<file path="config.mk">
export PLATFORM = sky130hd
export DESIGN_NAME = uart_fifo_trig_ctrl
export DESIGN_NICKNAME = d
export VERILOG_FILES = /design/src/rtl/uft_pkg.sv /design/src/rtl/uft_cfg_regs.sv /design/src/rtl/uft_occ_counter.sv /design/src/rtl/uft_thresh_decode.sv /design/src/rtl/uft_tx_irq_track.sv /design/src/rtl/uart_fifo_trig_ctrl.sv
export SDC_FILE = /design/constraint.sdc
export NUM_CORES = 1
export LEC_CHECK = 0
export BUFFER_PORTS_ARGS = -buffer_cell sky130_fd_sc_hd__buf_4
export CAP_MARGIN = 25
export CORE_ASPECT_RATIO = 0.8
export CORE_UTILIZATION = 30
export CTS_CLUSTER_SIZE = 14
export DETAILED_ROUTE_END_ITERATION = 8
export SLEW_MARGIN = 20
export SYNTH_ARGS = -nofsm -noshare
export SYNTH_HDL_FRONTEND = slang
export SYNTH_SLANG_ARGS = --single-unit
export TNS_END_PERCENT = 20
</file>
<file path="constraint.sdc">
create_clock -name clk -period 2.6 [get_ports clk]
set_clock_uncertainty 0.05 [all_clocks]
set_input_delay 0.13 -clock clk [delete_from_list [all_inputs] [get_ports clk]]
set_output_delay 0.13 -clock clk [all_outputs]
set_load 0.03 [all_outputs]
</file>
<file path="src/rtl/uft_pkg.sv">
// Shared types for the UART FIFO trigger controller.
package uft_pkg;
    // Stored trigger configuration: field selectors and the shared table choice.
    typedef struct packed {
        logic [1:0] rx_sel;  // receive trigger field
        logic [1:0] tx_sel;  // transmit trigger field
        logic       enh;     // 1 = enhanced table, 0 = standard table
    } trig_cfg_t;
endpackage

</file>
<file path="src/rtl/uft_cfg_regs.sv">
// Configuration registers: holds trigger fields and table choice, and turns
// FIFO control writes into one-cycle flush pulses.
// Assumes: write strobes are single-cycle qualified; nothing is kept of the flush bits.
module uft_cfg_regs
    import uft_pkg::*;
(
    input  logic       clk,
    input  logic       rst_n,
    input  logic       fcr_we,
    input  logic [7:0] fcr_wdata,
    input  logic       tsel_we,
    input  logic [7:0] tsel_wdata,
    input  logic       efr_en,
    output trig_cfg_t  cfg,
    output logic       rx_flush,
    output logic       tx_flush
);
    localparam int EN_BIT    = 0;
    localparam int RXRST_BIT = 1;
    localparam int TXRST_BIT = 2;

    // Capture trigger fields and the shared table choice.
    always_ff @(posedge clk) begin
        if (!rst_n) begin
            cfg <= '0;
        end else begin
            if (fcr_we) begin
                cfg.rx_sel <= fcr_wdata[7:6];
                if (efr_en) cfg.tx_sel <= fcr_wdata[5:4];
            end
            if (tsel_we) cfg.enh <= (tsel_wdata[5:4] == 2'b01);
        end
    end

    // Flush pulses exist only in the write cycle, so they clear themselves.
    always_comb begin
        rx_flush = fcr_we && fcr_wdata[EN_BIT] && fcr_wdata[RXRST_BIT];
        tx_flush = fcr_we && fcr_wdata[EN_BIT] && fcr_wdata[TXRST_BIT];
    end

    // transmit field locked while the enhanced enable is low
    a_r7_tx_field_locked: assert property (@(posedge clk) disable iff (!rst_n)
        (fcr_we && !efr_en) |=> $stable(cfg.tx_sel));
    // table choice changes only through a table-select write
    a_r6_table_held: assert property (@(posedge clk) disable iff (!rst_n)
        !tsel_we |=> $stable(cfg.enh));
endmodule

</file>
<file path="src/rtl/uft_occ_counter.sv">
// Occupancy counter for one FIFO: saturating up/down count with a flush.
// Assumes: flush has priority over push and pop in the same cycle.
module uft_occ_counter #(
    parameter int DEPTH = 64,
    localparam int CNT_W = $clog2(DEPTH + 1)
) (
    input  logic             clk,
    input  logic             rst_n,
    input  logic             push,
    input  logic             pop,
    input  logic             flush,
    output logic [CNT_W-1:0] count
);
    localparam logic [CNT_W-1:0] FULL = CNT_W'(DEPTH);

    logic inc, dec;

    // Qualify strobes: pop on empty dropped, push on full dropped unless a pop frees a slot.
    always_comb begin
        dec = pop && (count != '0);
        inc = push && ((count != FULL) || dec);
    end

    // Update the count.
    always_ff @(posedge clk) begin
        if (!rst_n)          count <= '0;
        else if (flush)      count <= '0;
        else if (inc && !dec) count <= count + 1'b1;
        else if (dec && !inc) count <= count - 1'b1;
    end

    // never beyond capacity
    a_r3_bounded: assert property (@(posedge clk) disable iff (!rst_n) count <= FULL);
    // push into full FIFO is dropped
    a_r3_full_push: assert property (@(posedge clk) disable iff (!rst_n)
        (count == FULL && push && !pop && !flush) |=> count == FULL);
    // pop from empty FIFO is dropped
    a_r3_empty_pop: assert property (@(posedge clk) disable iff (!rst_n)
        (count == '0 && pop && !push && !flush) |=> count == '0);
    // flush empties the counter
    a_r10_flush_clears: assert property (@(posedge clk) disable iff (!rst_n)
        flush |=> count == '0);
endmodule

</file>
<file path="src/rtl/uft_thresh_decode.sv">
// Threshold decoder: maps stored trigger fields through the shared table.
// Assumes: thresholds fit in the counter width.
module uft_thresh_decode
    import uft_pkg::*;
#(
    parameter int CNT_W = 7
) (
    input  trig_cfg_t        cfg,
    output logic [CNT_W-1:0] rx_thr,
    output logic [CNT_W-1:0] tx_thr
);
    // Table lookup for both directions.
    always_comb begin
        if (cfg.enh) begin
            case (cfg.rx_sel)
                2'd0:    rx_thr = CNT_W'(8);
                2'd1:    rx_thr = CNT_W'(16);
                2'd2:    rx_thr = CNT_W'(24);
                default: rx_thr = CNT_W'(28);
            endcase
            case (cfg.tx_sel)
                2'd0:    tx_thr = CNT_W'(16);
                2'd1:    tx_thr = CNT_W'(8);
                2'd2:    tx_thr = CNT_W'(24);
                default: tx_thr = CNT_W'(30);
            endcase
        end else begin
            case (cfg.rx_sel)
                2'd0:    rx_thr = CNT_W'(1);
                2'd1:    rx_thr = CNT_W'(4);
                2'd2:    rx_thr = CNT_W'(8);
                default: rx_thr = CNT_W'(14);
            endcase
            tx_thr = CNT_W'(1);
        end
    end
endmodule

</file>
<file path="src/rtl/uft_tx_irq_track.sv">
// Transmit request logic: remembers whether the FIFO rose above the threshold
// since it was last empty, and picks the below-threshold or empty condition.
// Assumes: threshold is at least 1.
module uft_tx_irq_track #(
    parameter int CNT_W = 7
) (
    input  logic             clk,
    input  logic             rst_n,
    input  logic [CNT_W-1:0] count,
    input  logic [CNT_W-1:0] thr,
    output logic             irq
);
    logic armed;

    // Track the refill record; emptiness clears it.
    always_ff @(posedge clk) begin
        if (!rst_n)              armed <= 1'b0;
        else if (count == '0)    armed <= 1'b0;
        else if (count > thr)    armed <= 1'b1;
    end

    // Select the request condition.
    always_comb irq = armed ? (count < thr) : (count == '0);

    // never requesting while above the threshold
    a_r9_quiet_above: assert property (@(posedge clk) disable iff (!rst_n)
        (count > thr) |-> !irq);
    // an empty FIFO always requests
    a_r9_empty_requests: assert property (@(posedge clk) disable iff (!rst_n)
        (count == '0) |-> irq);
endmodule

</file>
<file path="src/rtl/uart_fifo_trig_ctrl.sv">
// Top: FIFO trigger-level interrupt controller for one UART channel.
// Assumes: push/pop strobes reflect real FIFO accesses; outputs are level signals.
module uart_fifo_trig_ctrl
    import uft_pkg::*;
#(
    parameter int DEPTH = 64,
    localparam int CNT_W = $clog2(DEPTH + 1)
) (
    input  logic             clk,
    input  logic             rst_n,
    input  logic             fcr_we,
    input  logic [7:0]       fcr_wdata,
    input  logic             tsel_we,
    input  logic [7:0]       tsel_wdata,
    input  logic             efr_en,
    input  logic             rx_push,
    input  logic             rx_pop,
    input  logic             tx_push,
    input  logic             tx_pop,
    output logic [CNT_W-1:0] rx_count,
    output logic [CNT_W-1:0] tx_count,
    output logic             rx_irq,
    output logic             tx_irq
);
    trig_cfg_t        cfg;
    logic             rx_flush, tx_flush;
    logic [CNT_W-1:0] rx_thr, tx_thr;

    uft_cfg_regs u_cfg (
        .clk(clk), .rst_n(rst_n),
        .fcr_we(fcr_we), .fcr_wdata(fcr_wdata),
        .tsel_we(tsel_we), .tsel_wdata(tsel_wdata),
        .efr_en(efr_en), .cfg(cfg),
        .rx_flush(rx_flush), .tx_flush(tx_flush)
    );

    uft_occ_counter #(.DEPTH(DEPTH)) u_rx_cnt (
        .clk(clk), .rst_n(rst_n), .push(rx_push), .pop(rx_pop),
        .flush(rx_flush), .count(rx_count)
    );

    uft_occ_counter #(.DEPTH(DEPTH)) u_tx_cnt (
        .clk(clk), .rst_n(rst_n), .push(tx_push), .pop(tx_pop),
        .flush(tx_flush), .count(tx_count)
    );

    uft_thresh_decode #(.CNT_W(CNT_W)) u_dec (
        .cfg(cfg), .rx_thr(rx_thr), .tx_thr(tx_thr)
    );

    uft_tx_irq_track #(.CNT_W(CNT_W)) u_txirq (
        .clk(clk), .rst_n(rst_n), .count(tx_count), .thr(tx_thr), .irq(tx_irq)
    );

    // Receive request: level while occupancy meets the threshold.
    always_comb rx_irq = (rx_count >= rx_thr);

    // an empty receive FIFO never requests
    a_r8_rx_empty_quiet: assert property (@(posedge clk) disable iff (!rst_n)
        (rx_count == '0) |-> !rx_irq);
    // a receive flush lowers the request next cycle
    a_r10_flush_drops_rx: assert property (@(posedge clk) disable iff (!rst_n)
        rx_flush |=> !rx_irq);
    // a transmit flush leaves the receive count alone
    a_r11_rx_untouched: assert property (@(posedge clk) disable iff (!rst_n)
        (tx_flush && !rx_flush && !rx_push && !rx_pop) |=> $stable(rx_count));
endmodule

</file>
Yosys cells after proc, flatten, opt, wreduce, memory -nomap -nowiden
Cells that the tools add are included.
{"block": "word_totals", "register_bits": 20, "in_bits": 25, "output_inout_bits": 16, "word_cells": 59}
{"block": "classes", "n_addsub": 4, "n_lt_le_gt_ge": 3, "n_eq_ne": 7, "muxes": 10, "n_bitwise": 1, "reduce_logical": 28}
{"operator": "7-bit 2-to-1 mux", "n": 5}
{"operator": "5-bit case mux with 3 select lines", "n": 2}
{"operator": "7-bit by 1-bit adder with 7-bit output, second input constant", "n": 2}
{"operator": "7-bit != test, second input constant", "n": 2}
{"operator": "7-bit nonzero test", "n": 2}
{"operator": "7-bit by 1-bit subtractor with 7-bit output, second input constant", "n": 2}
{"operator": "4-bit case mux with 3 select lines", "n": 1}
{"operator": "1-bit logical AND", "n": 11}
{"operator": "7-bit greater-or-equal comparator", "n": 1}
{"operator": "7-bit by 5-bit > comparator with 1-bit output", "n": 1}
{"operator": "7-bit logical NOT", "n": 1}
{"operator": "7-bit by 5-bit less-than comparator with 1-bit output", "n": 1}
{"operator": "2-bit by 1-bit == test with 1-bit output, second input constant", "n": 3}
{"operator": "2-bit OR reduction", "n": 3}
{"operator": "5-bit 2-to-1 mux", "n": 1}
{"operator": "2-bit == test, second input constant", "n": 2}
{"operator": "1-bit logical NOT", "n": 4}
{"operator": "2-bit logical NOT", "n": 2}
{"operator": "2-bit nonzero test", "n": 2}
{"operator": "1-bit logical OR", "n": 2}
{"operator": "2-bit AND reduction", "n": 1}
{"operator": "1-bit 2-to-1 mux", "n": 1}
{"operator": "1-bit NOT", "n": 1}

Longest topological paths before layout
{"block": "depth", "ltp_word": 8, "ltp_mapped": 11, "mapped_depth_nobuf": 11}

Hierarchy
From an unflattened synthesis, not the netlist that was laid out.
{"block": "hier_totals", "cells_unflattened": 221, "area_unflattened_um2": 1821.7}
{"mod": "uft_occ_counter", "n_inst": 2, "cells_each": 63, "area_per_inst_um2": 543.0, "seq_area_each_um2": 140.1}
{"mod": "uft_tx_irq_track", "n_inst": 1, "cells_each": 31, "area_per_inst_um2": 239.0, "seq_area_each_um2": 20.0}
{"mod": "uft_cfg_regs", "n_inst": 1, "cells_each": 22, "area_per_inst_um2": 225.2, "seq_area_each_um2": 100.1}
{"mod": "uart_fifo_trig_ctrl", "n_inst": 1, "cells_each": 23, "area_per_inst_um2": 166.4, "seq_area_each_um2": 0.0}
{"mod": "uft_thresh_decode", "n_inst": 1, "cells_each": 19, "area_per_inst_um2": 105.1, "seq_area_each_um2": 0.0}

Worst setup path after synthesis
No wires, ideal clock.
{"block": "synth_path", "kind": "reg2reg", "startpoint": "register u_tx_cnt.count[1]", "endpoint": "register u_tx_cnt.count[6]", "setup_time_ns": 0.121, "arrival_ns": 2.772, "required_ns": 2.429, "setup_slack_ns": -0.344, "path_stages_with_launch": 11, "n_path_buf": 0, "synth_period_minus_slack_ns": 2.944, "cell_sequence": "dfxtp_1 -> or4_4 -> o31a_2 -> ha_1 -> inv_1 -> ha_1 -> a211oi_1 -> or3_1 -> nand3_1 -> xnor2_1 -> nor2_1"}
{"block": "synth_via", "elab_chain_cells": 7, "elab_cells_between_ends": 14}
{"item": "start, declared", "line": "uft_occ_counter.sv:12", "source": "output logic [CNT_W-1:0] count"}
{"item": "start signal, assigned", "line": "uft_occ_counter.sv:28", "source": "else if (inc && !dec) count <= count + 1'b1;"}
{"item": "start signal, assigned", "line": "uft_occ_counter.sv:29", "source": "else if (dec && !inc) count <= count - 1'b1;"}
{"item": "parallel branches: the longest is 7 deep, another holds 7-bit by 1-bit subtractor with 7-bit output"}
Parallel ways; which one is timed is not known. The select of a mux whose other input is x is not followed.
A chain may end at the register's enable or synchronous reset.

Worst setup path after layout
{"block": "layout_path", "startpoint": "register u_tx_cnt.count[3]", "endpoint": "register u_tx_cnt.count[6]"}
The elaborated chain is that of the path after synthesis.

==> impl_metrics.yaml <==
route:
  drtIter0Drc: 47
  drt-total-wl_um: 4170
  routedWlPerCell_um: 13.1
  wl_met2_um: 1800
  wl_met1_um: 2160
  drc: 0
  wl_met3_um: 166
  dr.pass1.iters: 4
  via_per_inst: 5.09
  vias: 1615
  drtAntennaViolNets: 0
  top_layer: "met4"
job:
  drv_cap: 0
final_layout:
  drive_gt1_share_pct: 34.9
  fin_nets: 307
  fin_cells: 317
  syn_to_final_growth_pct: 41.9
  diodes: 0
place:
  place_ws_ns: -0.135
  port_buffers: 33
  dp.cells: 311
  place_congestion: 0.808
  dp_hpwl_um: 3310
pwr:
  ir_drop_mv: 0.845
  p_leak_nw: 1.05
  p_per_area_nw_per_um2: 1440
sta:
  finalCriticalPeriod_ns: 2.63
  slew_headroom_pct: 79.0
  drv_slew: 0
  final_hold_viol_count: 0
  rsz0062_at_grt: "true"
  fin_ws_ns: -0.0273
  worst_slew_pin_slew_ns: 0.314
  max_freq_mhz: 381
  min_period_over_period_pct: 101
  setup_viol: 1
synth:
  ys_top_cells_by_area: "dfxtp_1 24%, ha_1 18%, nand2_1 4.8%"
  avgSynthCellArea_um2: 8.31
  synth.yosys.seq_area_share_pct: 24.2
  async_flop_share_pct: 0
  ys_types: 39
  yosysTopAreaCellShare_pct: 24.2
  synth_fp_nets: 250
  synth_flop_cell: "dfxtp_1"
  synth_area_um2: 1650
  syn_inst: 199
  synth-seq-cells: 20
  yosys_warnings: 0
  synth_edf_count: 0
  synth.largest_area_cell: "dfxtp_1"
floorplan:
  core_um2: 5150
  die_x_um: 85.0
  start_util_pct: 32.1
  rows: 23
  die-area_um2: 5810
  ios: 41
  die_y_um: 68.4
grt:
  overflow: 0
  grt_max_degree: 15
  grt_pass1_wl_um: 6760
  antenna_found_initial: 0
  grt_use_total_pct: 14.8
  grt_pass1_vias: 1451
clock_network:
  cts-root-buf: "clkbuf_8"
  cts_buffer_depth: 2
  cts_made_buffers: 3
  clk_latency_ns: 0.25
  h-tree-depth: 1
  path_clk_slew_ns: 0.07
  cts-hold-fix-buffers: 0
  cts_tree: "built"
  clock_sinks: 20
critical_path:
  startpoint_type: "register"
  r2r.worst_path.cells: 10
  crit_path_end_kind: "register"
  worstPathArrival_ns: 2.72
  worst-path-max-fanout: 7
  cp.required_ns: 2.69
  path_class: "reg -> reg"
status:
  violations: "setup timing"
  status: "finished with violations"
hold_path:
  hold_depth: 3
  hold_class: "in -> reg"
synth_stat cells (5+ instances only):
cell and n:
dfxtp_1 20, a21oi_1 10, inv_1 11, nand3_1 8, nor4_1 5, a21o_1 7, o21ai_0 13, nor2_1 14
ha_1 24, nand2_1 21, nand4_1 6, mux2i_1 6
final timing paths:
check	from	end	slack, ns
setup / recovery	u_tx_cnt.count[3]	u_tx_cnt.count[6]	-0.03
hold / removal	fcr_wdata[7]	u_cfg.cfg[4]	0.09
setup reg to reg	u_tx_cnt.count[3]	u_tx_cnt.count[6]	-0.03
hold reg to reg	u_txirq.armed	u_txirq.armed	0.44
report_power, final:
part	internal [mW]	switching, mW	leakage, nW	total (mW)
logic	1.28	1.39	0.865	2.68
clock network	0.109	0.0988	0.0228	0.208
registers	0.422	0.0823	0.166	0.504
final cells by class:
type | instances | area, µm²
inverter | 11 | 51.3
clock buffer | 4 | 45.0
timing repair buffer | 56 | 420
tap | 62 | 77.6
multi-input combinational | 164 | 1350
sequential | 20 | 407
fill | 523 | 2810
worst max-delay path, stage by stage (launching register included):
cell	delay, ns
dfxtp_2	0.32
or4_4	0.54
o31a_4	0.30
ha_4	0.18
inv_8	0.09
ha_4	0.20
and4b_1	0.19
a311oi_2	0.32
nand3_4	0.11
xnor2_2	0.16
nor2_1	0.05
through the flow:
step	hold WS (ns)	total power, mW	instance area [µm²]	utilization (%)	setup TNS (ns)
floorplan	0.249	2.20	1730	-	-0.00616
global placement	0.341	2.94	2190	42.5	-0.282
detailed placement	0.355	2.96	2190	42.5	-0.381
CTS	0.0826	3.23	2260	43.9	-0.0296
global route	0.0861	3.72	2350	45.5	-0.326
finish	0.0873	3.39	2350	45.5	-0.0273
placed cells by master, fill, tap and decap left out, types with 2 or more instances in the layout:
cell type | synthesis | layout
a21o_1 | 7 | 7
ha_2 | 0 | 2
mux2i_1 | 6 | 6
a211o_1 | 2 | 2
dfxtp_1 | 20 | 17
nor2_1 | 14 | 13
nand4_1 | 6 | 6
buf_4 | 0 | 56
o21ai_0 | 13 | 10
dfxtp_2 | 0 | 2
inv_1 | 11 | 9
ha_4 | 0 | 4
xnor2_1 | 4 | 3
a31oi_1 | 2 | 2
nor4b_1 | 2 | 2
a211oi_2 | 0 | 2
clkbuf_8 | 0 | 3
o21ai_1 | 0 | 3
a21boi_0 | 2 | 2
nand3b_1 | 2 | 2
nor3_1 | 4 | 4
ha_1 | 24 | 18
nand3_1 | 8 | 7
nor2b_1 | 3 | 3
xor2_1 | 4 | 4
nand2_1 | 21 | 20
nand2b_1 | 2 | 2
a21oi_1 | 10 | 9
a211oi_4 | 0 | 2
fa_2 | 0 | 2
o211ai_1 | 3 | 3
nor4_1 | 5 | 4
cells by family after synthesis:
| logic type | after synthesis | synth area share, % |
|---|---|---|
| AOI/OAI and AO/OA | 50 | 19.8 |
| xor gates and xnor gates | 8 | 4.24 |
| adders and majority gates | 26 | 20.6 |
| buffers and inverters | 15 | 3.71 |
| DFF | 20 | 24.2 |
| muxes | 6 | 3.63 |
| and+or+nand+nor | 74 | 23.8 |
sequential cells by signal (all words and copies together) (netlist names):
register	count
u_rx_cnt.count	7
u_tx_cnt.count	7
u_cfg.cfg	5
u_txirq.armed	1
routing by layer:
layer	vias up	global-route usage, %
met5	-	0
met4	0	3.18
met3	2	2.77
met2	28	23.8
met1	738	20.7
li1	847	-
repair_timing:
item                                    4_1_cts  5_1_grt
buffers inserted                              1        1
gates resized for setup                       7       17
pin swaps                                     7       10
endpoints found under the setup margin        6        7
Power figures use the tool's default switching activity.
